## src/rtl/pg_pkg.sv

```systemverilog
package pg_pkg;
    typedef enum logic [1:0] {
        S_IDLE = 2'd0,
        S_PRE  = 2'd1,
        S_FLAG = 2'd2
    } pg_state_t;
endpackage

```

## src/rtl/pg_count.sv

```systemverilog
module pg_count #(
    parameter int CNT_W = 7
) (
    input  logic             clk,
    input  logic             rst_n,
    input  logic             clr,
    input  logic             inc,
    output logic [CNT_W-1:0] idx
);
    always_ff @(posedge clk or negedge rst_n) begin
        if (!rst_n)
            idx <= '0;
        else if (clr)
            idx <= '0;
        else if (inc)
            idx <= idx + 1'b1;
    end
endmodule

```

## src/rtl/pg_pattern.sv

```systemverilog
module pg_pattern
    import pg_pkg::*;
#(
    parameter int         CNT_W     = 7,
    parameter int         FLAG_BITS = 8,
    parameter logic [7:0] FLAG_PAT  = 8'h7E
) (
    input  pg_state_t        state,
    input  logic [CNT_W-1:0] idx,
    input  logic [CNT_W-1:0] plen,
    input  logic             flagged,
    output logic             bit_o,
    output logic             last_o
);
    localparam int FI_W = $clog2(FLAG_BITS);
    localparam logic [CNT_W-1:0] FLAG_LAST = CNT_W'(FLAG_BITS - 1);

    logic [CNT_W-1:0] pre_last;
    logic [CNT_W-1:0] mark_first;

    assign pre_last   = plen - 1'b1;
    assign mark_first = plen - 2'd2;

    always_comb begin
        bit_o  = 1'b0;
        last_o = 1'b0;
        unique case (state)
            S_PRE: begin
                if (!flagged && idx >= mark_first)
                    bit_o = 1'b1;
                else
                    bit_o = ~idx[0];
                last_o = (idx == pre_last);
            end
            S_FLAG: begin
                bit_o  = FLAG_PAT[idx[FI_W-1:0]];
                last_o = (idx == FLAG_LAST);
            end
            default: begin
                bit_o  = 1'b0;
                last_o = 1'b0;
            end
        endcase
    end
endmodule

```

## src/rtl/pg_ctrl.sv

```systemverilog
module pg_ctrl
    import pg_pkg::*;
#(
    parameter int CNT_W = 7,
    parameter int LEN1  = 8,
    parameter int LEN2  = 32,
    parameter int LEN3  = 64
) (
    input  logic             clk,
    input  logic             rst_n,
    input  logic             start,
    input  logic             tick,
    input  logic             cfg_flagged,
    input  logic [1:0]       cfg_len,
    input  logic             last,
    output pg_state_t        state,
    output logic             mode_q,
    output logic [CNT_W-1:0] plen_q,
    output logic             cnt_clr,
    output logic             cnt_inc,
    output logic             done,
    output logic             err
);
    pg_state_t        nxt;
    logic [CNT_W-1:0] req_len;
    logic             reject;
    logic             accept;

    function automatic logic [CNT_W-1:0] len_of(input logic [1:0] code);
        logic [CNT_W-1:0] r;
        unique case (code)
            2'b00: r = '0;
            2'b01: r = CNT_W'(LEN1);
            2'b10: r = CNT_W'(LEN2);
            2'b11: r = CNT_W'(LEN3);
        endcase
        return r;
    endfunction

    assign req_len = len_of(cfg_len);
    assign reject  = (state == S_IDLE) && start && !cfg_flagged && (cfg_len == 2'b00);
    assign accept  = (state == S_IDLE) && start && !reject;

    always_comb begin
        nxt = state;
        unique case (state)
            S_IDLE: if (accept) nxt = (req_len != '0) ? S_PRE : S_FLAG;
            S_PRE:  if (tick && last) nxt = mode_q ? S_FLAG : S_IDLE;
            S_FLAG: if (tick && last) nxt = S_IDLE;
            default: nxt = S_IDLE;
        endcase
    end

    assign cnt_clr = (state != nxt);
    assign cnt_inc = tick && (state != S_IDLE);

    // state register
    always_ff @(posedge clk or negedge rst_n) begin
        if (!rst_n)
            state <= S_IDLE;
        else
            state <= nxt;
    end

    // registered outputs and configuration snapshot
    always_ff @(posedge clk or negedge rst_n) begin
        if (!rst_n) begin
            done   <= 1'b0;
            err    <= 1'b0;
            mode_q <= 1'b0;
            plen_q <= '0;
        end else begin
            done <= (state != S_IDLE) && (nxt == S_IDLE);
            err  <= reject;
            if (accept) begin
                mode_q <= cfg_flagged;
                plen_q <= req_len;
            end
        end
    end


    refused_idle_chk: assert property (@(posedge clk) disable iff (!rst_n)
        err |-> (state == S_IDLE && !done));


    flag_only_flagged_chk: assert property (@(posedge clk) disable iff (!rst_n)
        (state == S_FLAG) |-> mode_q);


    done_single_chk: assert property (@(posedge clk) disable iff (!rst_n)
        done |=> !done);


    cfg_hold_chk: assert property (@(posedge clk) disable iff (!rst_n)
        ($past(state) != S_IDLE) |-> ($stable(mode_q) && $stable(plen_q)));
endmodule

```

## src/rtl/preamble_gen.sv

```systemverilog
module preamble_gen
    import pg_pkg::*;
#(
    parameter int         LEN1      = 8,
    parameter int         LEN2      = 32,
    parameter int         LEN3      = 64,
    parameter int         FLAG_BITS = 8,
    parameter logic [7:0] FLAG_PAT  = 8'h7E
) (
    input  logic       clk,
    input  logic       rst_n,
    input  logic       cfg_flagged,
    input  logic [1:0] cfg_len,
    input  logic       start,
    input  logic       tick,
    output logic       tx_bit,
    output logic       tx_active,
    output logic       done,
    output logic       err
);
    localparam int MAXL  = (LEN3 > FLAG_BITS) ? LEN3 : FLAG_BITS;
    localparam int CNT_W = $clog2(MAXL) + 1;

    pg_state_t        state;
    logic             mode_q;
    logic [CNT_W-1:0] plen_q;
    logic [CNT_W-1:0] idx;
    logic             cnt_clr;
    logic             cnt_inc;
    logic             last;

    pg_ctrl #(.CNT_W(CNT_W), .LEN1(LEN1), .LEN2(LEN2), .LEN3(LEN3)) u_ctrl (
        .clk(clk), .rst_n(rst_n), .start(start), .tick(tick),
        .cfg_flagged(cfg_flagged), .cfg_len(cfg_len), .last(last),
        .state(state), .mode_q(mode_q), .plen_q(plen_q),
        .cnt_clr(cnt_clr), .cnt_inc(cnt_inc), .done(done), .err(err)
    );

    pg_count #(.CNT_W(CNT_W)) u_count (
        .clk(clk), .rst_n(rst_n), .clr(cnt_clr), .inc(cnt_inc), .idx(idx)
    );

    pg_pattern #(.CNT_W(CNT_W), .FLAG_BITS(FLAG_BITS), .FLAG_PAT(FLAG_PAT)) u_pattern (
        .state(state), .idx(idx), .plen(plen_q), .flagged(mode_q),
        .bit_o(tx_bit), .last_o(last)
    );

    assign tx_active = (state != S_IDLE);


    marker_end_chk: assert property (@(posedge clk) disable iff (!rst_n)
        done |-> ($past(tx_bit) == !mode_q));


    bit_hold_chk: assert property (@(posedge clk) disable iff (!rst_n)
        ($past(tx_active) && !$past(tick)) |-> (tx_active && $stable(tx_bit)));


    done_after_active_chk: assert property (@(posedge clk) disable iff (!rst_n)
        done |-> (!tx_active && $past(tx_active)));
endmodule

```

## config.mk

```make
export PLATFORM = sky130hd
export DESIGN_NAME = preamble_gen
export DESIGN_NICKNAME = d
export VERILOG_FILES = /design/src/rtl/pg_pkg.sv /design/src/rtl/pg_count.sv /design/src/rtl/pg_pattern.sv /design/src/rtl/pg_ctrl.sv /design/src/rtl/preamble_gen.sv
export SDC_FILE = /design/constraint.sdc
export NUM_CORES = 1
export LEC_CHECK = 0
export BUFFER_PORTS_ARGS = -buffer_cell sky130_fd_sc_hd__buf_2
export CELL_PAD_IN_SITES_DETAIL_PLACEMENT = 1
export CELL_PAD_IN_SITES_GLOBAL_PLACEMENT = 2
export CORE_UTILIZATION = 39
export CTS_CLUSTER_DIAMETER = 100
export DETAILED_ROUTE_END_ITERATION = 10
export PLACE_DENSITY_LB_ADDON = 0.1
export SLEW_MARGIN = 20
export SYNTH_ARGS = -nofsm -noshare
export SYNTH_HDL_FRONTEND = slang
export SYNTH_SLANG_ARGS = --single-unit
```

## constraint.sdc

```tcl
create_clock -name clk -period 5.7 [get_ports clk]
set_input_delay 1.14 -clock clk [delete_from_list [all_inputs] [get_ports clk]]
set_output_delay 1.14 -clock clk [all_outputs]
set_load 0.02 [all_outputs]
```

# ---- Yosys cells after proc, flatten, opt, wreduce, memory -nomap -nowiden
# Memory sizes are Yosys's and may differ from the RTL's.
# Index checks and enable logic that the tools add are counted.
dict set report op_classes {
  n_reduce_logical 17
  order_cmp 2
  n_eq_ne 8
  add_sub_neg 3
  mux 13
  n_bitwise 1
}
# operator count
set op_table {}
lappend op_table {{$pmux 7 s4} 1}
lappend op_table {{$mux 7} 2}
lappend op_table {{$mux 2} 5}
lappend op_table {{$logic_and 1x1->1} 8}
lappend op_table {{$add 7x1->7 const B} 1}
lappend op_table {{$eq 7x3->1 const B} 1}
lappend op_table {{$eq 7x7->1} 1}
lappend op_table {{$ge 7x7->1} 1}
lappend op_table {{$reduce_bool 7->1} 1}
lappend op_table {{$sub 7x1->7 const B} 1}
lappend op_table {{$sub 7x2->7 const B} 1}
lappend op_table {{$eq 2x2->1 const B} 3}
lappend op_table {{$logic_not 2->1} 3}
lappend op_table {{$pmux 2 s3} 1}
lappend op_table {{$eq 2x1->1 const B} 2}
lappend op_table {{$lt 3x4->1 const B} 1}
lappend op_table {{$pmux 1 s2} 2}
lappend op_table {{$reduce_bool 2->1} 2}
lappend op_table {{$logic_not 1->1} 3}
lappend op_table {{$mux 1} 2}
lappend op_table {{$ne 2x2->1} 1}
lappend op_table {{$not 1->1} 1}
dict set report totals {
  romBits 8
  n_memories 1
  regBits 19
}
# name depth width rd rd_clocked_by_memory_dff write_ports line
set mem_list {}
lappend mem_list {{(name not given)} 8 1 1 0 0 pg_pattern.sv:36} ;# bit_o = FLAG_PAT[idx[FI_W-1:0]];

# ---- Depth between registers and ports, before layout
dict set report logic_depth {
  ltp_word 10
  ltp_mapped 9
  depth_no_buf 8
}

# ---- By module
# Synthesis repeated with hierarchy kept, for this count alone.
dict set report unflattened {
  cells_unflattened 148
  area_unflattened_um2 1292.5
}
# module cells_per_inst n_inst area_each_um2
set by_module_without_submodules {}
lappend by_module_without_submodules {pg_pattern 74 1 535.5}
lappend by_module_without_submodules {pg_ctrl 44 1 442.9}
lappend by_module_without_submodules {pg_count 29 1 307.8}
lappend by_module_without_submodules {preamble_gen 1 1 6.3}

# ---- Worst setup path after synthesis
# OpenSTA, ideal clock, no wires.
dict set report synth_path {
  kind {register to output}
  start {reg u_ctrl.plen_q[3]}
  end {out tx_bit}
  path_stages_with_launch 8
  required_ps 4560
  n_path_buf 0
  t_arrival_ps 1848
  path_slack_ps 2712
  path_cell_list {dfrtp_1 -> inv_1 -> ha_1 -> xnor2_1 -> ha_1 -> nor3b_1 -> o311ai_0 -> o21ai_0}
}
dict set report synth_between {
  elab_chain_len 5
}
# element line
set synth_lines {}
lappend synth_lines {{start, declared} pg_ctrl.sv:18} ;# output logic [CNT_W-1:0] plen_q,
lappend synth_lines {{start signal, assigned} pg_ctrl.sv:77} ;# plen_q <= req_len;
lappend synth_lines {{$sub 7x2->7} pg_pattern.sv:22} ;# assign mark_first = plen - 2'd2;
lappend synth_lines {{$ge 7x7->1} pg_pattern.sv:29} ;# if (!flagged && idx >= mark_first)
lappend synth_lines {{$logic_and 1x1->1} pg_pattern.sv:29}
lappend synth_lines {{$mux 1} pg_pattern.sv:29}
lappend synth_lines {{$pmux 1 s2} pg_pattern.sv:27} ;# unique case (state)
lappend synth_lines {{end, declared} preamble_gen.sv:16} ;# output logic tx_bit,
# Every way passes these cells.

# ---- Worst setup path in the final report
# Ends and elaborated chain as after synthesis.

==> results.tsv <==
stage	metric	value	unit
route	Starting DRT DRC Count	26	
placement	Buffers on Ports	10	
timing	Final Skew	0.00264	ns
timing	TNS Setup	0	ns
floorplanning	initial cell density of the core	40.9	%
cts	CTS Buf Count	3	
cts	H-tree depth	1	
global_routing	vias in the first global route	969	
timing	Worst slew margin	69.0	%
global_routing	Total GRT Usage	19.2	%
route	number of iterations in the first detailed-routing pass	4	
cts	CTS tree	built	
worst_setup_path	CP Class	register to output port	
synth	syn nets	138	
worst_setup_path	CP Data Required Time	4.56	ns
final_layout	most common cell after layout, fill and taps aside	dfrtp_1	
power	Final Total Pwr	571	uW
placement	GPL Wtd Cong	0.784	
cts	Post-CTS Setup Bufs	0	
route	DRC violations left	0	
placement	Final HPWL DP	2060	um
worst_setup_path	r2r endpoint	u_count.idx[2]	
power	Max VDD drop	0.240	mV
synth	register area share after synthesis	33.6	%
final_layout	Non-Filler Instances	161	
floorplanning	Die ar.	3090	um2
floorplanning	FP Rows	19	
route	per-cell routed wire length	16.0	um
cts	post_cts resized	0	
route	vias	943	
timing	Max Fclk	291	MHz
final_layout	Util after Layout	44.6	%
flow_run	max cap viols	0	
floorplanning	core box area	2730	um2
route	Routed Antenna Nets	0	
cts	root buffer cell	clkbuf_4	
timing	setup violators final	0	
cts	clock transition at the registers of the reported paths	0.09	ns
hold_path	hold path endpoint	u_ctrl.plen_q[5]	
final_layout	Finished Cell Area	1220	um2
final_layout	fin nets	149	
global_routing	initial antenna violation count	0	
power	Pleak	0.565	nW
final_layout	diode count	0	
power	Power Density	468	nW/um2
hold_path	HP Start	u_ctrl.plen_q[5]	
worst_setup_path	worst-path fanout max	6	
final_layout	most frequent cells in the layout	dfrtp_1 (15), nand2_1 (11), ha_1 (11)	
synth	synthesized area	1120	um2
cts	clk buf depth	2	
worst_setup_path	r2r setup slk	2.65	ns
timing	final worst path period share	60.3	%
final_layout	layout cells sized above 1	16.2	%
floorplanning	Die H	55.6	um
floorplanning	Die Wd	55.6	um
synth	Syn. warnings	0	
synth	Cells after Synth	120	
worst_setup_path	Worst setup EP type	output port	
worst_setup_path	critical path launch point type	register	
synth	Yosys reg bits	15	
cts	hold buffer count at cts	0	
route	Via density	5.86	
cts	clock sinks	15	
final_layout	Syn-to-layout area delta	9.06	%
timing	RSZ-0062 raised after global routing	no	
timing	crit path time final	3.44	ns
hold_path	class of the worst hold path	register to register	
synth	post-synthesis cell type count	37	
placement	Area after DPL	1190	um2
placement	Placed Cells	157	
floorplanning	I/O pin cnt	11	
global_routing	largest net degree at the start of global routing	16	
timing	Slew @ Worst Pin	0.465	ns
worst_setup_path	Reg2Reg Launch Point	u_ctrl.state[0]	
global_routing	total grt overflow	0	
cts	Clk Latency, worst-skew pair	0.29	ns
synth	synthesized area per cell	9.32	um2
worst_setup_path	reg2reg path depth	8	
global_routing	first-pass GRT wire length	4620	um
timing	Fin. Hold Viols	0	
route	Post-Route WL	2580	um
hold_path	Worst Hold Path Cells	2	
run_status	status	finished clean	
timing	fin. max-slew vios	0	
worst_setup_path	CP arrival	2.30	ns
[registers in the layout, summed over array words and instances (netlist names)]
name	count
u_count.idx	7
u_ctrl.plen_q	3
u_ctrl.state	2
u_ctrl.done	1
u_ctrl.err	1
u_ctrl.mode_q	1
[Yosys cell counts]
cell type  count  area share, %
o211ai_2       1            1.1
nand4_1        2            1.1
o311ai_0       1           0.78
nor4_1         1           0.56
a311o_4        1            1.8
a211o_1        1           0.78
nand2_1       11            3.7
nor3b_1        1           0.67
nand3_1        2           0.89
clkbuf_1       3            1.0
a31oi_1        1           0.56
a2111oi_4      1            2.5
o21ai_0        7            3.1
a21o_1         3            2.0
and2_0         1           0.56
a211oi_1       7            4.7
a32o_1         1           0.89
o21a_1         1           0.67
a21oi_1        7            3.1
a21boi_2       1            1.0
or2_2          1           0.56
inv_1          7            2.3
nor2b_1        4            2.2
o22a_1         2            1.6
or4b_1         1           0.89
nand4b_1       1           0.78
o31ai_1        2            1.3
ha_1          11             12
nor2_1         9            3.0
dfrtp_1       15             34
and3_1         2            1.1
a22o_1         1           0.78
xnor2_1        4            3.1
a2111oi_2      1            1.3
xor2_1         3            2.3
a31o_2         1           0.78
buf_1          1           0.34
[cells by family after synthesis]
| logic type | Yosys count | share of synthesized area [%] |
|---|---|---|
| AOI/OAI and AO/OA | 40 | 28.9 |
| and+or+nand+nor | 36 | 16.1 |
| DFF | 15 | 33.6 |
| buffers and inverters | 11 | 3.69 |
| adders and majority gates | 11 | 12.3 |
| xor gates and xnor gates | 7 | 5.48 |
[worst max-delay path: stages, from the launching register on]
cell	delay, ns
dfrtp_1	0.43
inv_1	0.06
ha_1	0.20
xnor2_1	0.29
ha_1	0.29
nor3b_1	0.13
o311ai_0	0.30
o21ai_0	0.13
buf_2	0.17
[metal layers]
layer  global-route usage, %  vias up  routed length (um)
met5                       0        -                   0
met4                    7.50        0                  45
met3                    2.11        5                  60
met2                    30.8       16                1210
met1                    26.4      453                1260
li1                        -      469                   -
[where the power goes]
group	total [mW]	switching [mW]	internal, mW
clock network	0.0627	0.0367	0.0261
logic	0.330	0.201	0.128
registers	0.179	0.0427	0.136
total	0.571	0.281	0.291
[per-stage QoR]
| stage | hold slack (ns) | setup WS [ns] |
|---|---|---|
| finish | 0.515 | 2.26 |
| floorplan | 0.470 | 2.71 |
| global placement | 0.494 | 2.60 |
| global route | 0.574 | 2.05 |
| detailed placement | 0.504 | 2.54 |
| CTS | 0.525 | 2.22 |
[layout make-up]
type / instances / area [um2]
fill: 327 / 1510
multi-input combinational: 94 / 702
sequential: 15 / 375
timing repair buffer: 10 / 50.0
tap: 31 / 38.8
inverter: 7 / 26.3
clock buffer: 3 / 22.5
clock inverter: 1 / 5.00
[worst max path at each step]
stage,depth (start not counted),from,endpoint,slack [ns]
final,8,u_ctrl.plen_q[3],tx_bit,2.26
after global routing,8,u_ctrl.plen_q[3],tx_bit,2.05
after CTS,8,u_ctrl.plen_q[3],tx_bit,2.22
after detailed placement,8,u_ctrl.plen_q[3],tx_bit,2.54
after global placement,8,u_ctrl.plen_q[3],tx_bit,2.60
after floorplan,7,u_ctrl.plen_q[3],tx_bit,2.71
Note: power is estimated with default switching activity, not from simulation.
